==> config.mk <==
export PLATFORM = sky130hd
export DESIGN_NAME = frame_bit_serializer
export DESIGN_NICKNAME = d
export VERILOG_FILES = /design/src/rtl/fbs_pkg.sv /design/src/rtl/fbs_seq.sv /design/src/rtl/fbs_bit_gen.sv /design/src/rtl/frame_bit_serializer.sv
export SDC_FILE = /design/constraint.sdc
export NUM_CORES = 1
export LEC_CHECK = 0
export ABC_AREA = 1
export BUFFER_PORTS_ARGS = -buffer_cell sky130_fd_sc_hd__buf_2
export CAP_MARGIN = 10
export CORE_ASPECT_RATIO = 1.5
export CORE_MARGIN = 2
export CORE_UTILIZATION = 50
export DETAILED_ROUTE_END_ITERATION = 10
export PLACE_DENSITY = 0.75
export SLEW_MARGIN = 10
export SYNTH_ARGS = -nofsm -noshare
export SYNTH_HDL_FRONTEND = slang
export SYNTH_HIERARCHICAL = 1
export SYNTH_SLANG_ARGS = --single-unit
==> constraint.sdc <==
create_clock -name clk -period 1.6 [get_ports clk]
set_clock_uncertainty 0.15 [all_clocks]
set_input_delay 0.08 -clock clk [delete_from_list [all_inputs] [get_ports clk]]
set_output_delay 0.08 -clock clk [all_outputs]
set_load 0.005 [all_outputs]
==> src/rtl/fbs_pkg.sv <==
package fbs_pkg;
  typedef enum logic [2:0] {
    PH_IDLE,
    PH_PRE,
    PH_SOF,
    PH_CHR,
    PH_EOF,
    PH_GUARD
  } fbs_phase_e;
endpackage

==> src/rtl/fbs_seq.sv <==
module fbs_seq
  import fbs_pkg::*;
#(
  parameter int MAX_BYTES  = 16,
  parameter int PRE_BITS   = 40,
  parameter int SOF_BITS   = 10,
  parameter int CHAR_BITS  = 11,
  parameter int EOF_BITS   = 19,
  parameter int GUARD_BITS = 24,
  parameter int LEN_W      = 5,
  parameter int ADDR_W     = 4,
  parameter int CNT_W      = 6
) (
  input  logic              clk,
  input  logic              rst_n,
  input  logic              start_i,
  input  logic [LEN_W-1:0]  len_i,
  input  logic              adv_i,
  output fbs_phase_e        phase_o,
  output logic [CNT_W-1:0]  cnt_o,
  output logic [ADDR_W-1:0] idx_o,
  output logic              done_o
);

  fbs_phase_e        phase_q;
  logic [CNT_W-1:0]  cnt_q;
  logic [ADDR_W-1:0] idx_q;
  logic [LEN_W-1:0]  len_q;
  logic              done_q;
  logic [CNT_W-1:0]  last_cnt;
  logic [LEN_W-1:0]  len_clamped;
  logic              last_byte;

  always_comb begin
    case (phase_q)
      PH_PRE:   last_cnt = CNT_W'(PRE_BITS - 1);
      PH_SOF:   last_cnt = CNT_W'(SOF_BITS - 1);
      PH_CHR:   last_cnt = CNT_W'(CHAR_BITS - 1);
      PH_EOF:   last_cnt = CNT_W'(EOF_BITS - 1);
      PH_GUARD: last_cnt = CNT_W'(GUARD_BITS - 1);
      default:  last_cnt = '0;
    endcase
  end

  assign len_clamped = (len_i > LEN_W'(MAX_BYTES)) ? LEN_W'(MAX_BYTES) : len_i;
  assign last_byte   = (LEN_W'(idx_q) + LEN_W'(1)) == len_q;

  always_ff @(posedge clk or negedge rst_n) begin
    if (!rst_n) begin
      phase_q <= PH_IDLE;
      cnt_q   <= '0;
      idx_q   <= '0;
      len_q   <= '0;
      done_q  <= 1'b0;
    end else begin
      done_q <= 1'b0;
      if (phase_q == PH_IDLE) begin
        if (start_i) begin
          len_q   <= len_clamped;
          phase_q <= PH_PRE;
          cnt_q   <= '0;
          idx_q   <= '0;
        end
      end else if (adv_i) begin
        if (cnt_q == last_cnt) begin
          cnt_q <= '0;
          case (phase_q)
            PH_PRE: phase_q <= PH_SOF;
            PH_SOF: phase_q <= (len_q == '0) ? PH_EOF : PH_CHR;
            PH_CHR: begin
              if (last_byte) phase_q <= PH_EOF;
              else           idx_q   <= idx_q + 1'b1;
            end
            PH_EOF: phase_q <= PH_GUARD;
            PH_GUARD: begin
              phase_q <= PH_IDLE;
              done_q  <= 1'b1;
            end
            default: phase_q <= PH_IDLE;
          endcase
        end else begin
          cnt_q <= cnt_q + 1'b1;
        end
      end
    end
  end

  assign phase_o = phase_q;
  assign cnt_o   = cnt_q;
  assign idx_o   = idx_q;
  assign done_o  = done_q;

  AST_HOLD_ON_STALL: assert property (@(posedge clk) disable iff (!rst_n)
    (phase_q != PH_IDLE && !adv_i) |=> ($stable(cnt_q) && $stable(idx_q) && phase_q == $past(phase_q)));
  AST_DONE_SINGLE: assert property (@(posedge clk) disable iff (!rst_n)
    done_q |=> !done_q);
  AST_DONE_IDLE: assert property (@(posedge clk) disable iff (!rst_n)
    done_q |-> (phase_q == PH_IDLE));
  AST_LEN_FROZEN: assert property (@(posedge clk) disable iff (!rst_n)
    (phase_q != PH_IDLE) |=> $stable(len_q));
  AST_IDX_RANGE: assert property (@(posedge clk) disable iff (!rst_n)
    (phase_q == PH_CHR) |-> (LEN_W'(idx_q) < len_q));
  AST_LEN_CLAMP: assert property (@(posedge clk) disable iff (!rst_n)
    (phase_q != PH_IDLE) |-> (len_q <= LEN_W'(MAX_BYTES)));

endmodule

==> src/rtl/fbs_bit_gen.sv <==
module fbs_bit_gen
  import fbs_pkg::*;
#(
  parameter int EOF_ZERO_BITS = 10,
  parameter int CNT_W         = 6
) (
  input  fbs_phase_e       phase_i,
  input  logic [CNT_W-1:0] cnt_i,
  input  logic [7:0]       data_i,
  output logic             bit_o
);

  logic [2:0] data_sel;

  assign data_sel = 3'(cnt_i - 1'b1);

  always_comb begin
    case (phase_i)
      PH_SOF: bit_o = 1'b0;
      PH_CHR: begin
        if (cnt_i == '0)                 bit_o = 1'b0;
        else if (cnt_i <= CNT_W'(8))     bit_o = data_i[data_sel];
        else                             bit_o = 1'b1;
      end
      PH_EOF: begin
        if (cnt_i == '0)                       bit_o = 1'b1;
        else if (cnt_i <= CNT_W'(EOF_ZERO_BITS)) bit_o = 1'b0;
        else                                   bit_o = 1'b1;
      end
      default: bit_o = 1'b1;
    endcase
  end

endmodule

==> src/rtl/frame_bit_serializer.sv <==
module frame_bit_serializer
  import fbs_pkg::*;
#(
  parameter int MAX_BYTES     = 16,
  parameter int EGT_BITS      = 1,
  parameter int PRE_BITS      = 40,
  parameter int SOF_BITS      = 10,
  parameter int EOF_ZERO_BITS = 10,
  parameter int EOF_ONE_BITS  = 8,
  parameter int GUARD_BITS    = 24,
  localparam int LEN_W        = $clog2(MAX_BYTES + 1),
  localparam int ADDR_W       = (MAX_BYTES > 1) ? $clog2(MAX_BYTES) : 1
) (
  input  logic              clk,
  input  logic              rst_n,
  input  logic              start_i,
  input  logic [LEN_W-1:0]  len_i,
  output logic [ADDR_W-1:0] rd_addr_o,
  input  logic [7:0]        rd_data_i,
  output logic              bit_o,
  output logic              bit_valid_o,
  input  logic              bit_ready_i,
  output logic              busy_o,
  output logic              done_o
);

  localparam int CHAR_BITS = 10 + EGT_BITS;
  localparam int EOF_BITS  = 1 + EOF_ZERO_BITS + EOF_ONE_BITS;
  localparam int MAX_A     = (PRE_BITS > SOF_BITS) ? PRE_BITS : SOF_BITS;
  localparam int MAX_B     = (CHAR_BITS > EOF_BITS) ? CHAR_BITS : EOF_BITS;
  localparam int MAX_C     = (MAX_A > MAX_B) ? MAX_A : MAX_B;
  localparam int MAX_PH    = (MAX_C > GUARD_BITS) ? MAX_C : GUARD_BITS;
  localparam int CNT_W     = (MAX_PH > 16) ? $clog2(MAX_PH) : 4;

  fbs_phase_e       phase;
  logic [CNT_W-1:0] cnt;
  logic             active;
  logic             accept;

  assign active      = (phase != PH_IDLE);
  assign accept      = active && bit_ready_i;
  assign busy_o      = active;
  assign bit_valid_o = active;

  fbs_seq #(
    .MAX_BYTES (MAX_BYTES),
    .PRE_BITS  (PRE_BITS),
    .SOF_BITS  (SOF_BITS),
    .CHAR_BITS (CHAR_BITS),
    .EOF_BITS  (EOF_BITS),
    .GUARD_BITS(GUARD_BITS),
    .LEN_W     (LEN_W),
    .ADDR_W    (ADDR_W),
    .CNT_W     (CNT_W)
  ) u_seq (
    .clk    (clk),
    .rst_n  (rst_n),
    .start_i(start_i),
    .len_i  (len_i),
    .adv_i  (accept),
    .phase_o(phase),
    .cnt_o  (cnt),
    .idx_o  (rd_addr_o),
    .done_o (done_o)
  );

  fbs_bit_gen #(
    .EOF_ZERO_BITS(EOF_ZERO_BITS),
    .CNT_W        (CNT_W)
  ) u_bit_gen (
    .phase_i(phase),
    .cnt_i  (cnt),
    .data_i (rd_data_i),
    .bit_o  (bit_o)
  );

  AST_BUSY_AFTER_START: assert property (@(posedge clk) disable iff (!rst_n)
    (!busy_o && start_i) |=> busy_o);
  AST_DONE_ENDS_BUSY: assert property (@(posedge clk) disable iff (!rst_n)
    $fell(busy_o) |-> done_o);
  AST_NO_BUSY_AT_DONE: assert property (@(posedge clk) disable iff (!rst_n)
    done_o |-> !busy_o);
  AST_START_IGNORED: assert property (@(posedge clk) disable iff (!rst_n)
    (busy_o && start_i && !bit_ready_i) |=> busy_o);

endmodule

Yosys cells after proc, flatten, opt, wreduce, memory -nomap -nowiden
Index checks and enable logic that the tools add are counted.
{"block": "word_totals", "ff_bits": 19, "inputBits": 17, "output_inout_bits": 8}
{"block": "classes", "add_sub_neg": 4, "order_cmp": 4, "n_eq_ne": 10, "mux": 30, "reduce_logical": 12}
{"op": "$pmux 6 s5", "n": 1}
{"op": "$mux 4", "n": 6}
{"op": "$mux 6", "n": 4}
{"op": "$mux 3", "n": 6}
{"op": "$le 6x4->1 const B", "n": 2}
{"op": "$pmux 3 s4", "n": 1}
{"op": "$mux 1", "n": 9}
{"op": "$add 6x1->6 const B", "n": 1}
{"op": "$eq 3x2->1 const B", "n": 2}
{"op": "$eq 3x3->1 const B", "n": 2}
{"op": "$eq 6x6->1", "n": 1}
{"op": "$logic_not 6->1", "n": 1}
{"op": "$reduce_bool 2->1", "n": 3}
{"op": "$add 4x1->5 const B", "n": 1}
{"op": "$eq 5x5->1", "n": 1}
{"op": "$gt 5x5->1 const B", "n": 1}
{"op": "$logic_not 5->1", "n": 1}
{"op": "$mux 5", "n": 1}
{"op": "$reduce_and 5->1", "n": 1}
{"op": "$add 4x1->4 const B", "n": 1}
{"op": "$lt 3x4->1 const B", "n": 1}
{"op": "$ne 2x2->1 const B", "n": 2}
{"op": "$reduce_and 2->1", "n": 2}
{"op": "$reduce_and 4->1", "n": 1}
{"op": "other kinds (8)", "n": 8}

Logic depth before layout (Yosys ltp)
{"block": "logic_depth", "word_depth": 7, "depth_mapped": 12, "ltp_nobuf": 12}

Cells and area by module
The synthesis kept the hierarchy.
{"module": "fbs_seq", "instances": 1, "cells_each": 171, "area_each_um2": 1315.0, "seq_area_each_um2": 475.5}
{"module": "fbs_bit_gen", "instances": 1, "cells_each": 44, "area_each_um2": 197.7, "seq_area_each_um2": 0.0}
{"module": "frame_bit_serializer", "instances": 1, "cells_each": 6, "area_each_um2": 33.8, "seq_area_each_um2": 0.0}

Least setup slack after synthesis
Ideal clock, no wire load.
{"block": "synth_path", "path_type": "register to register", "start": "register u_seq.idx_q[0], in the netlist u_seq/idx_o[0]", "end": "register u_seq.phase_q[2], in the netlist u_seq/phase_o[2]", "setup_time_ns": 0.118, "arrival_ns": 1.507, "t_required_ns": 1.332, "setup_slack_ns": -0.175, "stages_incl_launch_ff": 13, "n_path_buf": 0, "synth_period_minus_slack_ns": 1.775, "cell_sequence": "dfrtp_1 ha_1 inv_1 nand2_1 nand2_1 nor2_1 nand2_1 nor2_1 nand2_1 nand2_1 nand3_2 nand2_1 nand2_1"}
{"block": "synth_between", "elab_chain_cells": 4}
{"element": "start: declaration", "line_no": "fbs_seq.sv:27", "rtl": "logic [ADDR_W-1:0] idx_q;"}
{"element": "start signal: assignment", "line_no": "fbs_seq.sv:72", "rtl": "else idx_q <= idx_q + 1'b1;"}
{"element": "$add 4x1->5", "line_no": "fbs_seq.sv:46", "rtl": "assign last_byte = (LEN_W'(idx_q) + LEN_W'(1)) == len_q;"}
{"element": "$eq 5x5->1", "line_no": "fbs_seq.sv:46"}
{"element": "$ne 3x3->1 (no source line)"}
{"element": "$reduce_and 4->1 (no source line)"}
{"element": "end signal: assignment", "line_no": "fbs_seq.sv:69", "rtl": "PH_SOF: phase_q <= (len_q == '0) ? PH_EOF : PH_CHR;"}
{"element": "end: declaration", "line_no": "fbs_seq.sv:25", "rtl": "fbs_phase_e phase_q;"}
Every way passes these cells.
A chain may end at the register's enable or synchronous reset.

Worst setup path in the final report
{"block": "layout_path", "start": "register u_seq.phase_q[1], in the netlist u_seq/phase_o[1]", "end": "register u_seq.phase_q[1], in the netlist u_seq/phase_o[1]"}
{"block": "layout_between", "elab_chain_cells": 5, "elab_cells_between_ends": 19, "classes_between": "eq/ne: 8; mux: 5; reduce/logical: 6"}
{"element": "$eq 3x3->1, or another cell as far along", "line_no": "fbs_seq.sv:35", "rtl": "case (phase_q)"}
{"element": "$pmux 6 s5 / $pmux 3 s4 (equally long branches)", "line_no": "fbs_seq.sv:35, fbs_seq.sv:67"}
{"element": "$eq 6x6->1 / $mux 3 (equally long branches)", "line_no": "fbs_seq.sv:65", "rtl": "if (cnt_q == last_cnt) begin"}
{"element": "$reduce_bool 2->1 (no source line) / $mux 3 (equally long branches)"}
{"element": "$reduce_and 4->1 (no source line) / $mux 3 (equally long branches)"}
Several ways; a longest one is shown, not always the timed one. The select of a mux whose other input is x is not followed.

==> impl_metrics.csv <==
group,metric,value,unit
logic_synthesis,synth_nets,241,
floorplan,die_y,72.12,um
critical_path,critical_path_arrival,1.90,ns
critical_path,reg2reg_from,"u_seq/phase_o[1]",
layout,finalNetCount,315,
detailed_routing,wire_per_inst,13.34,um
timing,setup_viol,15,
detailed_routing,vias,1717,
logic_synthesis,syn_area,1546,um2
placed_design,dp_cells,310,
logic_synthesis,synth_edf_count,0,
critical_path,endpoint_kind,"register",
critical_path,cp_max_fo,7,
floorplan,dieArea,3563,um2
placed_design,port_buffers,24,
status,violations,"setup timing",
logic_synthesis,synth_seq_cells,19,
logic_synthesis,syn_area_per_cell,6.998,um2
logic_synthesis,ys_types,28,
layout,n_antenna_cell,0,
layout,design_area,2276,um2
critical_path,worstSetupPathType,"reg -> reg",
global_route,grt_pass1_wl,7072,um
placed_design,place.gp.congestion,0.9038,
timing,fin_crit_sh,115.9,%
logic_synthesis,yosysWarningCount,6,
clock_tree,cts.sinks,19,
timing,hold_viol_final,0,
status,status,"finished, violations left",
clock_tree,clk-insertion-delay-late,0.26,ns
worst_hold_path,hold_depth,6,
clock_tree,clkTransAtPathRegs,0.08,ns
layout,final_common_cell,"nand2_1",
timing,drv_slew,0,
critical_path,cp-start-kind,"register",
floorplan,die_w,49.41,um
clock_tree,cts-root-buf,"clkbuf_8",
clock_tree,ctsHtreeMaxLevel,1,
timing,tightest_slew,0.4537,ns
critical_path,r2r_cells,11,
floorplan,ios,25,
detailed_routing,wl,4442,um
global_route,grt_antenna_before_repair,0,
global_route,track_usage,25.08,%
worst_hold_path,worst_hold_path_type,"in -> reg",
timing,max_freq,539.1,MHz
pwr,peakVddDrop,0.001243,V
global_route,grt.overflow.total,0,
detailed_routing,postRouteAntennaNets,0,
timing,setup_ws,-0.2548,ns
detailed_routing,drtIter0Drc,53,
logic_synthesis,synth_ff_type,"dfrtp_1",
pwr,pwr_density_cell,1695,nW/um2
timing,rsz0062_at_grt,"true",
clock_tree,clk_path_buf_depth,2,
floorplan,core,2943,um2
floorplan,initial_utilization,52.55,%
detailed_routing,vias_per_cell,5.156,
global_route,grt_pass1_vias,1659,
clock_tree,numCtsBuffers,3,
timing,period_minus_slack,1.855,ns
worst_hold_path,worstHoldEndpoint,"u_seq/done_o",
placed_design,place_area,1938,um2
layout,synthToLayoutAreaGrowth,47.17,%
critical_path,cp_data_required_time,1.65,ns
critical_path,r2r_slack,-0.25,ns
detailed_routing,first_pass_iters,4,
global_route,grt_max_degree,20,
logic_synthesis,synthCells,221,
pwr,p_leak,1.159,nW
detailed_routing,drc_errors,0,
job,drv_cap,0,
worst_hold_path,hold_start,"bit_ready_i",
layout,final_cell_count_no_fill,333,
layout,fill_cells,233,
logic_synthesis,seq_area_frac_synth,30.74,%
layout,drive_gt1_share,43.20,%
clock_tree,cts_tree,"done",
floorplan,rows,24,
timing,slew_headroom,69.76,%
logic_synthesis,async_reset_ff_share,100.0,%
critical_path,r2r-end,"u_seq/phase_o[1]",
placed_design,hpwlAfterDp,3029,um
layout,mostFrequentLayoutCells,"nand2_1 (59), buf_4 (34), nand3_1 (27)",
[report_power, final]
part | switching [mW] | total, mW | internal [mW] | leakage [nW]
clock network | 0.177 | 0.355 | 0.178 | 0.0228
registers | 0.140 | 0.752 | 0.612 | 0.247
logic | 1.52 | 2.75 | 1.23 | 0.889
total | 1.84 | 3.86 | 2.02 | 1.16
[kinds of logic after synthesis]
| family | share of synthesized area [%] |
|---|---|
| buf+inv | 10.03 |
| compound gates | 5.583 |
| fa+ha+maj | 2.427 |
| flops | 30.74 |
| simple gates | 48.38 |
| xor+xnor | 2.832 |
[stage by stage]
step / power (mW) / TNS (ns) / worst slack, ns / utilization (%) / hold slack [ns]
global placement: 2.870 / -1.561 / -0.1538 / 65.86 / -0.1080
detailed placement: 2.898 / -1.692 / -0.1609 / 65.86 / -0.09590
global route: 4.131 / -4.055 / -0.3191 / 77.34 / 0.1335
floorplan: 2.232 / -0.4363 / -0.07797 / - / -0.3656
CTS: 3.523 / -1.478 / -0.1369 / 73.55 / 0.1064
finish: 3.858 / -2.669 / -0.2548 / 77.34 / 0.1293
[flip-flops by register name, indices dropped and copies added (netlist names)]
register       count
u_seq/done_o       1
u_seq/phase_o      3
u_seq/idx_o        4
u_seq/len_q        5
u_seq/cnt_o        6
[worst max path at each step]
stage	startpoint	endpoint	depth (start not counted)
finish	u_seq/phase_o[1]	u_seq/phase_o[1]	11
global route	u_seq/phase_o[2]	u_seq/phase_o[1]	10
CTS	u_seq/phase_o[1]	u_seq/idx_o[0]	12
detailed placement	u_seq/phase_o[1]	u_seq/idx_o[2]	10
global placement	u_seq/phase_o[1]	u_seq/idx_o[3]	10
floorplan	u_seq/idx_o[0]	u_seq/phase_o[2]	12
[layer usage]
layer / GRT usage (%) / part of all wire [%] / up-vias
met5: 0 / 0 / -
li1: - / - / 858
met1: 25.03 / 37 / 807
met4: 8.642 / 2.6 / 0
met3: 2.469 / 2.9 / 10
met2: 52.10 / 58 / 42
[synthesized netlist by cell type (2+ instances only)]
| master | n | area (um2) |
|---|---|---|
| nor2_2 | 2 | 12.51 |
| ha_1 | 3 | 37.54 |
| nand2_4 | 6 | 67.56 |
| dfrtp_1 | 19 | 475.5 |
| o21ai_1 | 2 | 10.01 |
| xor2_1 | 5 | 43.79 |
| nand2_2 | 6 | 37.54 |
| nand2_1 | 64 | 240.2 |
| nand3_2 | 2 | 20.02 |
| nor2_1 | 10 | 37.54 |
| inv_2 | 3 | 11.26 |
| o21ai_0 | 6 | 30.03 |
| nor2_4 | 6 | 67.56 |
| a21oi_1 | 2 | 10.01 |
| inv_1 | 30 | 112.6 |
| inv_4 | 2 | 12.51 |
| nand4_1 | 8 | 50.05 |
| nor3_1 | 3 | 15.01 |
| nand3_1 | 33 | 165.2 |
[final cells by class]
cell class                 instances  area, um2  area share (%)
sequential                        19      480.5           21.11
tap                               39      48.80           2.144
timing repair buffer              71      518.0           22.76
clock buffer                       4      45.04           1.979
inverter                          35      153.9           6.762
multi-input combinational        165       1030           45.24
[worst max-delay path: stages (launching register included)]
cell      delay [ns]
dfrtp_2         0.45
clkinv_4        0.09
buf_4           0.11
nand3_2         0.08
nand2_1         0.07
nand2_1         0.08
nor2_2          0.16
nand3_4         0.12
nand2_4         0.13
buf_4           0.12
nand4_1         0.12
nand2_1         0.11
[timing repair]
action,in CTS,in global routing
gates resized for setup,14,28
endpoints found under the hold margin,24,0
hold buffers,6,0
setup buffers,9,4
gates cloned,0,0
setup endpoints to repair,18,20
pin swaps,7,8
(Power assumes the default switching activity.)
